<file path="config.mk">
export PLATFORM = sky130hd
export DESIGN_NAME = bidir_latch_xcvr
export DESIGN_NICKNAME = d
export VERILOG_FILES = /design/src/rtl/xcvr_pkg.sv /design/src/rtl/xcvr_ctrl.sv /design/src/rtl/xcvr_path.sv /design/src/rtl/bidir_latch_xcvr.sv
export SDC_FILE = /design/constraint.sdc
export NUM_CORES = 1
export LEC_CHECK = 0
export CAP_MARGIN = 20
export CORE_UTILIZATION = 39
export CTS_CLUSTER_DIAMETER = 60
export DETAILED_ROUTE_END_ITERATION = 8
export GPL_TIMING_DRIVEN = 1
export PLACE_DENSITY = 0.74
export SYNTH_ARGS = -nofsm -noshare
export SYNTH_HDL_FRONTEND = slang
export SYNTH_SLANG_ARGS = --single-unit
</file>
<file path="constraint.sdc">
create_clock -name clk -period 2.2 [get_ports clk]
set_clock_uncertainty 0.15 [all_clocks]
set_input_delay 0.44 -clock clk [delete_from_list [all_inputs] [get_ports clk]]
set_output_delay 0.44 -clock clk [all_outputs]
set_load 0.005 [all_outputs]
</file>
<file path="src/rtl/xcvr_pkg.sv">
package xcvr_pkg;

  localparam int DIRS = 2;
  localparam int DIR_AB = 0;
  localparam int DIR_BA = 1;

  // Strobes from a direction's control to its datapath.
  typedef struct packed {
    logic pass;  // output follows the input combinationally
    logic load;  // storage takes the input at this edge
  } pathStrobe_t;

endpackage

</file>
<file path="src/rtl/xcvr_ctrl.sv">
module xcvr_ctrl
  import xcvr_pkg::*;
(
  input  logic        clk,
  input  logic        rst_n,
  input  logic        latchEn,
  input  logic        strobe,
  output pathStrobe_t ctl
);

  logic strobePrev;
  logic strobeFall;

  always_ff @(posedge clk or negedge rst_n) begin
    if (!rst_n) strobePrev <= 1'b0;
    else        strobePrev <= strobe;
  end

  // Falling step: high at the previous edge, low at this one.
  assign strobeFall = strobePrev & ~strobe;

  always_comb begin
    ctl.pass = latchEn;
    ctl.load = latchEn | strobeFall;
  end

endmodule

</file>
<file path="src/rtl/xcvr_path.sv">
module xcvr_path
  import xcvr_pkg::*;
#(
  parameter int WIDTH = 18
) (
  input  logic             clk,
  input  logic             rst_n,
  input  pathStrobe_t      ctl,
  input  logic [WIDTH-1:0] dIn,
  output logic [WIDTH-1:0] dOut
);

  logic [WIDTH-1:0] store;

  always_ff @(posedge clk or negedge rst_n) begin
    if (!rst_n)        store <= '0;
    else if (ctl.load) store <= dIn;
  end

  assign dOut = ctl.pass ? dIn : store;

endmodule

</file>
<file path="src/rtl/bidir_latch_xcvr.sv">
module bidir_latch_xcvr
  import xcvr_pkg::*;
#(
  parameter int WIDTH = 18
) (
  input  logic             clk,
  input  logic             rst_n,
  input  logic [WIDTH-1:0] aIn,
  output logic [WIDTH-1:0] aOut,
  output logic             aOe,
  input  logic [WIDTH-1:0] bIn,
  output logic [WIDTH-1:0] bOut,
  output logic             bOe,
  input  logic             abLatchEn,
  input  logic             abStrobe,
  input  logic             abDrvEn,
  input  logic             baLatchEn,
  input  logic             baStrobe,
  input  logic             baDrvEnN
);

  logic [WIDTH-1:0] srcBus [DIRS];
  logic [WIDTH-1:0] dstBus [DIRS];
  logic             dirLe  [DIRS];
  logic             dirStb [DIRS];

  assign srcBus[DIR_AB] = aIn;
  assign srcBus[DIR_BA] = bIn;
  assign dirLe[DIR_AB]  = abLatchEn;
  assign dirLe[DIR_BA]  = baLatchEn;
  assign dirStb[DIR_AB] = abStrobe;
  assign dirStb[DIR_BA] = baStrobe;

  for (genvar d = 0; d < DIRS; d++) begin : g_dir
    pathStrobe_t ctl;

    xcvr_ctrl uCtrl (
      .clk    (clk),
      .rst_n  (rst_n),
      .latchEn(dirLe[d]),
      .strobe (dirStb[d]),
      .ctl    (ctl)
    );

    xcvr_path #(.WIDTH(WIDTH)) uPath (
      .clk  (clk),
      .rst_n(rst_n),
      .ctl  (ctl),
      .dIn  (srcBus[d]),
      .dOut (dstBus[d])
    );
  end

  assign bOut = dstBus[DIR_AB];
  assign aOut = dstBus[DIR_BA];

  // Opposite enable polarities on the two sides.
  assign bOe = abDrvEn;
  assign aOe = ~baDrvEnN;

endmodule

</file>
# == Yosys cells after proc, flatten, opt, wreduce, memory -nomap -nowiden ==
# Index checks and enable logic that the tools add are counted.
# Widths: inputs -> output; s select.
# classes
n_addsub,0
n_mul,0
div_mod_pow,0
order_cmp,0
eq_ne,0
n_shift,0
n_mux,2
n_bitwise,7
reduce_logical,0
# op_table
cell,n
$mux 18,2
$not 1->1,3
$and 1x1->1,2
$or 1x1->1,2
# totals
reg_bits,38
latch_bits,0
ramBits,0
mem_bits_ro,0
input_bits,44
output_inout_bits,38
word_cells,13
memories,0

# == Longest topological paths before layout ==
# Gate-level depths: netlist (run 1).
# depth
depth_word,3
ltp_mapped,4
mapped_depth_nobuf,3

# == By module ==
# A second synthesis (run 1) with hierarchy kept.
# unflattened
hier_cells,126
area_unflattened_um2,2085.8
# by_module_without_submodules
module,n_inst,cells_each,area_each_um2,seq_area_each_um2
xcvr_path,2,58,993.5,450.4
xcvr_ctrl,2,4,43.8,25.0
bidir_latch_xcvr,1,2,11.3,0.0

# == Worst setup path before layout (run 1) ==
# Ideal clock, no wire load.
# synth_timing
path_type,input to output
startpoint,input baLatchEn
endpoint,output aOut[10]
t_arrival_ns,1.128
required_ns,1.610
slack_ns,0.482
path_stages,3
path_buffers,2
cell_sequence,buf_6 > buf_2 > mux2_2
# synth_via
elab_chain_len,1
# synth_rtl
element,line_no,text
from (decl),bidir_latch_xcvr.sv:17,"input logic baLatchEn,"
$mux 18,xcvr_path.sv:20,assign dOut = ctl.pass ? dIn : store;
to (decl),bidir_latch_xcvr.sv:9,"output logic [WIDTH-1:0] aOut,"
# Every way passes these cells.

# == Worst setup path in the final report (run 1) ==
# layout_timing
startpoint,input bIn[17]
endpoint,output aOut[17]
# layout_via
elab_chain_len,1
# layout_rtl
element,line_no,text
from (decl),bidir_latch_xcvr.sv:11,"input logic [WIDTH-1:0] bIn,"
$mux 18,xcvr_path.sv:20,
# Every way passes these cells.

==> impl_metrics.py, run 1 <==
metrics = {
    "pwr": {
        "leakagePower_uw": 0.00142,
        "ir_worst_vdd_mv": 0.434,
        "power_density_nw_per_um2": 585,
    },
    "synth": {
        "synth_edf_count": 0,
        "synthArstFlopShare": 1.00,
        "synth_area_leaders": "dfrtp_1 (49%), mux2_2 (30%), mux2_4 (15%)",
        "synthFlopType": "dfrtp_1",
        "ys_top_cells_by_count": "mux2_2 (52), dfrtp_1 (38), mux2_4 (20)",
        "synth_seq_area_share": 0.485,
        "synth_top_area_share": 0.485,
        "ys_seq_elements": 38,
        "syn-num-nets": 166,
        "synth_largest_area_cell": "dfrtp_1",
        "synth_area_um2": 1960,
        "yosysWarnings": 0,
        "synth_area_per_cell_um2": 16.1,
        "synth.most_common_cell": "mux2_2",
        "postSynthCellCount": 122,
        "synth_cell_type_count": 9,
    },
    "grt": {
        "grt_max_degree": 39,
        "grt_pass1_wl_mm": 7.16,
        "grt_pass1_vias": 1493,
        "overflow": 0,
        "grt_use_total": 0.180,
        "antenna_found_initial": 0,
    },
    "finish": {
        "fillCellCount": 354,
        "drive_gt1_frac": 0.443,
        "area_delta_synth_final_pct": 53.4,
        "diodes": 0,
        "layout.nets": 255,
    },
    "clocking": {
        "cts_buffers": 5,
        "path_clk_slew_ns": 0.08,
        "clock_path_buffers": 2,
        "cts_root_buf": "clkbuf_8",
        "cts_tree": "built",
        "cts_sinks": 38,
        "htreeDepth": 2,
        "clock_latency_ns": 0.28,
    },
    "placement": {
        "numPortBuffers": 79,
        "dp_hpwl_mm": 3.20,
        "place_worst_setup_slack_ns": -0.339,
        "place.gp.congestion": 0.724,
    },
    "timing": {
        "fin_ws_ns": 0.0248,
        "tns_ns": 0,
        "slew_headroom": 0.438,
        "max_freq_ghz": 0.460,
        "worst_slew_pin_slew_ns": 0.843,
        "hold_viol_final": 0,
        "period_needed_ns": 2.18,
        "period_share": 0.989,
        "final_max_slew_viol_count": 0,
        "setup_viol": 0,
        "grt_setup_unrepaired": "no",
    },
    "setup_path": {
        "reg2regPathDepth": 3,
        "reg2reg_to": "g_dir[0].uPath.store[8]",
        "r2r-start": "g_dir[0].uCtrl.strobePrev",
        "crit_type": "input port to primary output",
        "r2r_setup_slack_ns": 0.78,
        "cp.required_ns": 1.61,
        "worstSetupEndpointType": "primary output",
        "worst-path-max-fanout": 2,
        "worstSetupStartpointType": "input port",
        "crit_arrival_ns": 1.59,
    },
    "floorplan": {
        "rows": 25,
        "die_height_um": 72.9,
        "design.core.area_um2": 4790,
        "dieWidth_um": 72.9,
        "io_pins": 82,
        "start_util": 0.410,
        "dieArea_um2": 5320,
    },
    "run": {
        "drv_cap": 0,
    },
    "min_path": {
        "hold_path_class": "input port to asynchronous set/reset pin",
    },
    "drt": {
        "wl_mm": 4.49,
        "vias_per_cell": 4.75,
        "wl_per_cell_um": 16.1,
        "ant_nets": 0,
        "drc_errors": 0,
        "drt_iter0_drc": 24,
        "dr.pass1.iters": 4,
        "vias": 1326,
    },
    "status": {
        "status": "completed",
    },
}
-- per-stage QoR --
| step | utilization | hold slack (ns) | cells | power [uW] | instance area (um2) |
|---|---|---|---|---|---|
| 2_1_floorplan | - | -0.00559 | 122 | 1030 | 1960 |
| 3_3_place_gp | 0.592 | 0.334 | 267 | 1280 | 2830 |
| 3_5_place_dp | 0.592 | 0.342 | 267 | 1300 | 2830 |
| 4_1_cts | 0.619 | 0.138 | 279 | 1800 | 2960 |
| 5_1_grt | 0.628 | 0.169 | 279 | 1860 | 3010 |
| 6_report | 0.628 | 0.106 | 279 | 1760 | 3010 |
-- state kept, by name (all words and copies together) (netlist names) --
signal                  count
g_dir.uCtrl.strobePrev      2
g_dir.uPath.store          36
-- cell type report --
type                            count  area [um2]  share of cell area
Sequential cell                    38         951               0.316
Clock buffer                        7        86.3              0.0287
Timing Repair Buffer               89         952               0.317
Multi-Input combinational cell     74         918               0.305
Tap cell                           67        83.8              0.0279
Clock inverter                      1        5.00             0.00166
Inverter                            3        11.3             0.00374
-- worst max-delay path by stage --
stage | depth (start not counted) | end | start
final | 3 | aOut[17] | bIn[17]
after global placement | 4 | bOut[6] | abLatchEn
after global routing | 3 | aOut[17] | bIn[17]
after CTS | 3 | bOut[16] | aIn[16]
after floorplan | 3 | aOut[10] | baLatchEn
after detailed placement | 4 | bOut[10] | abLatchEn
-- logic make-up after synthesis --
kind of cell / share of synthesized area
buffers and inverters: 0.0466
DFF: 0.485
AOI/OAI and AO/OA: 0.0166
muxes: 0.452
-- critical path: stages --
cell and delay, ns:
clkdlybuf4s50_1 0.43, mux2_2 0.28, clkdlybuf4s50_1 0.44
-- layer usage --
metal	share of wire	vias to the layer above	GRT usage
li1	-	613	-
met1	0.41	646	0.205
met2	0.51	63	0.329
met3	0.074	4	0.0539
met4	0.0058	0	0.0458
met5	0	-	0
-- where the power goes --
part | internal [uW] | total, uW | switching [uW] | leakage [uW]
Sequential | 767 | 803 | 35.9 | 0.000444
Combinational | 321 | 467 | 146 | 0.000928
Clock | 253 | 491 | 238 | 0.0000482
Total | 1340 | 1760 | 419 | 0.00142
-- cell usage in the layout, fill, tap and decap left out --
| cell type | instances |
|---|---|
| clkbuf_8 | 6 |
| dlymetal6s2s_1 | 16 |
| buf_4 | 3 |
| buf_16 | 1 |
| mux2_4 | 20 |
| clkinv_2 | 1 |
| a21oi_4 | 2 |
| buf_2 | 2 |
| clkdlybuf4s15_2 | 1 |
| dlygate4sd2_1 | 11 |
| clkdlybuf4s50_1 | 49 |
| dfrtp_1 | 38 |
| buf_12 | 3 |
| mux2_2 | 52 |
| inv_1 | 3 |
| buf_6 | 3 |
| clkbuf_1 | 1 |
-- what timing repair did --
| item | in CTS | in global routing |
|---|---|---|
| endpoints found under the setup margin | 36 | 17 |
| hold buffers | 0 | 0 |
| resized for setup | 22 | 17 |
| buffers inserted | 2 | 0 |
| gates cloned | 2 | 0 |
Note: power is estimated with default switching activity, not from simulation.
==> run 2: changes to the inputs <==
==> constraint.sdc (replaced) <==
create_clock -name clk -period 2.8 [get_ports clk]
set_clock_uncertainty 0.15 [all_clocks]
set_input_delay 0.56 -clock clk [delete_from_list [all_inputs] [get_ports clk]]
set_output_delay 0.56 -clock clk [all_outputs]
set_load 0.005 [all_outputs]
==> impl_metrics.py, run 2 (synthesized netlist as in run 1, its figures left out) <==
metrics = {
    "clocking": {
        "cts_tree": "built",
        "clock_path_buffers": 2,
        "clock_latency_ns": 0.28,
        "cts_sinks": 38,
        "htreeDepth": 2,
        "ctsHoldBuffers": 0,
        "path_clk_slew_ns": 0.07,
        "post_cts_resized": 0,
        "cts_buffers": 5,
        "cts_root_buf": "clkbuf_8",
    },
    "grt": {
        "grt_max_degree": 39,
        "overflow": 0,
        "antenna_found_initial": 0,
        "grt_pass1_wl_mm": 6.77,
        "grt_use_total": 0.169,
        "grt_pass1_vias": 1415,
    },
    "setup_path": {
        "reg2reg_to": "g_dir[1].uPath.store[0]",
        "r2r-start": "g_dir[1].uCtrl.strobePrev",
        "reg2regPathDepth": 3,
        "worstSetupStartpointType": "input port",
        "max_stage_delay_ns": 0.49,
        "r2r_setup_slack_ns": 1.29,
        "path_cells": "clkdlybuf4s50_1 > buf_4 > mux2_2 > clkdlybuf4s50_1",
        "crit_top_cell": "clkdlybuf4s50_1",
        "worstSetupEndpointType": "primary output",
        "critical_path.slowest_cell": "clkdlybuf4s50_1",
        "crit_arrival_ns": 2.06,
        "crit_type": "input port to primary output",
        "cp.required_ns": 2.09,
        "worstSetupStartpoint": "baLatchEn",
        "worst-path-max-fanout": 11,
    },
    "timing": {
        "fin_ws_ns": 0.0323,
        "period_share": 0.988,
        "final_max_slew_viol_count": 0,
        "max_freq_ghz": 0.361,
        "period_needed_ns": 2.77,
        "hold_viol_final": 0,
        "setup_viol": 0,
        "tns_ns": 0,
        "fin_hold_ws_ns": 0.225,
        "slew_headroom": 0.439,
        "worst_slew_pin_slew_ns": 0.841,
        "grt_setup_unrepaired": "no",
    },
    "floorplan": {
        "start_util": 0.410,
        "dieArea_um2": 5320,
        "design.core.area_um2": 4790,
        "die_height_um": 72.9,
        "dieWidth_um": 72.9,
        "rows": 25,
        "io_pins": 82,
    },
    "drt": {
        "dr.pass1.iters": 3,
        "vias_per_cell": 4.68,
        "drt_iter0_drc": 27,
        "vias": 1287,
        "ant_nets": 0,
        "drc_errors": 0,
        "wl_per_cell_um": 14.8,
        "wl_mm": 4.08,
    },
    "finish": {
        "final_common_cell": "clkdlybuf4s50_1",
        "instances_no_fill": 275,
        "fillCellCount": 376,
        "layout.nets": 251,
        "area_delta_synth_final_pct": 49.4,
        "fin_util": 0.612,
        "largest_reg_flops": 36,
        "diodes": 0,
        "largest_register": "g_dir.uPath.store",
        "final_cell_mix": "clkdlybuf4s50_1 (78), mux2_2 (52), dfrtp_1 (38)",
        "drive_gt1_frac": 0.428,
        "reg.largest.list": "g_dir.uPath.store: 36 flops, g_dir.uCtrl.strobePrev: 2 flops",
    },
    "placement": {
        "dp_hpwl_mm": 2.92,
        "numPortBuffers": 79,
        "place_worst_setup_slack_ns": 0.0378,
        "place.gp.congestion": 0.738,
        "dpl.cell_count": 266,
    },
    "status": {
        "status": "completed",
    },
    "pwr": {
        "power_density_nw_per_um2": 495,
        "leakagePower_uw": 0.00123,
        "ir_worst_vdd_mv": 0.222,
    },
    "run": {
        "drv_cap": 0,
    },
    "min_path": {
        "hold_path_class": "input port to asynchronous set/reset pin",
    },
}
## run 2: through the flow
step | power [uW] | area (um2)
floorplan | 809 | 1960
global placement | 1000 | 2810
detailed placement | 1010 | 2810
CTS | 1480 | 2920
global route | 1530 | 2930
finish | 1450 | 2930
## run 2: where the power goes
group | internal, uW | switching (uW) | leakage [uW] | total (uW)
clock | 262 | 185 | 0.0000579 | 447
sequential | 603 | 28.4 | 0.000444 | 631
combinational | 261 | 110 | 0.000729 | 372
total | 1130 | 324 | 0.00123 | 1450
## run 2: layer usage
layer / track usage / share of wire / wire [um] / up-vias
met5: 0 / 0 / 0 / -
met4: 0.0566 / 0.0086 / 35 / 0
met3: 0.0497 / 0.077 / 312 / 4
met2: 0.277 / 0.49 / 1990 / 62
met1: 0.213 / 0.43 / 1740 / 616
li1: - / - / - / 605
## run 2: timing repair
action                                  4_1_cts  5_1_grt
endpoints found under the setup margin        0        3
hold endpoints to repair                      0        0
buffers inserted                              0        1
## run 2: area by class of cell
type,instances,area (um2),share of cell area
sequential,38,951,0.325
multi-input combinational,74,918,0.314
timing repair buffer,85,856,0.292
tap,67,83.8,0.0286
clock buffer,5,68.8,0.0235
clock inverter,3,40.0,0.0137
inverter,3,11.3,0.00384
## run 2: worst max-delay path: cells and delay by family
kind / cells / cell delay (ns)
buffers and inverters: 3 / 1.13
multiplexers: 1 / 0.36
## run 2: how the worst max path moves through the flow
stage | to | slack [ns]
global route | bOut[6] | 0.0002
CTS | aOut[15] | 0.03
detailed placement | bOut[0] | 0.04
global placement | bOut[6] | 0.04
floorplan | aOut[10] | 0.84
finish | aOut[5] | 0.03
==> run 3: changes to the inputs <==
--- a/config.mk
+++ b/config.mk
@@ -7,10 +7,12 @@
 export LEC_CHECK = 0
 export CAP_MARGIN = 20
 export CORE_UTILIZATION = 39
+export CTS_BUF_LIST = sky130_fd_sc_hd__clkbuf_8
 export CTS_CLUSTER_DIAMETER = 60
 export DETAILED_ROUTE_END_ITERATION = 8
 export GPL_TIMING_DRIVEN = 1
 export PLACE_DENSITY = 0.74
+export SKIP_CTS_REPAIR_TIMING = 1
 export SYNTH_ARGS = -nofsm -noshare
 export SYNTH_HDL_FRONTEND = slang
 export SYNTH_SLANG_ARGS = --single-unit
==> results of run 3 <==
Final layout, timing and power as in run 2 (identical DEF).
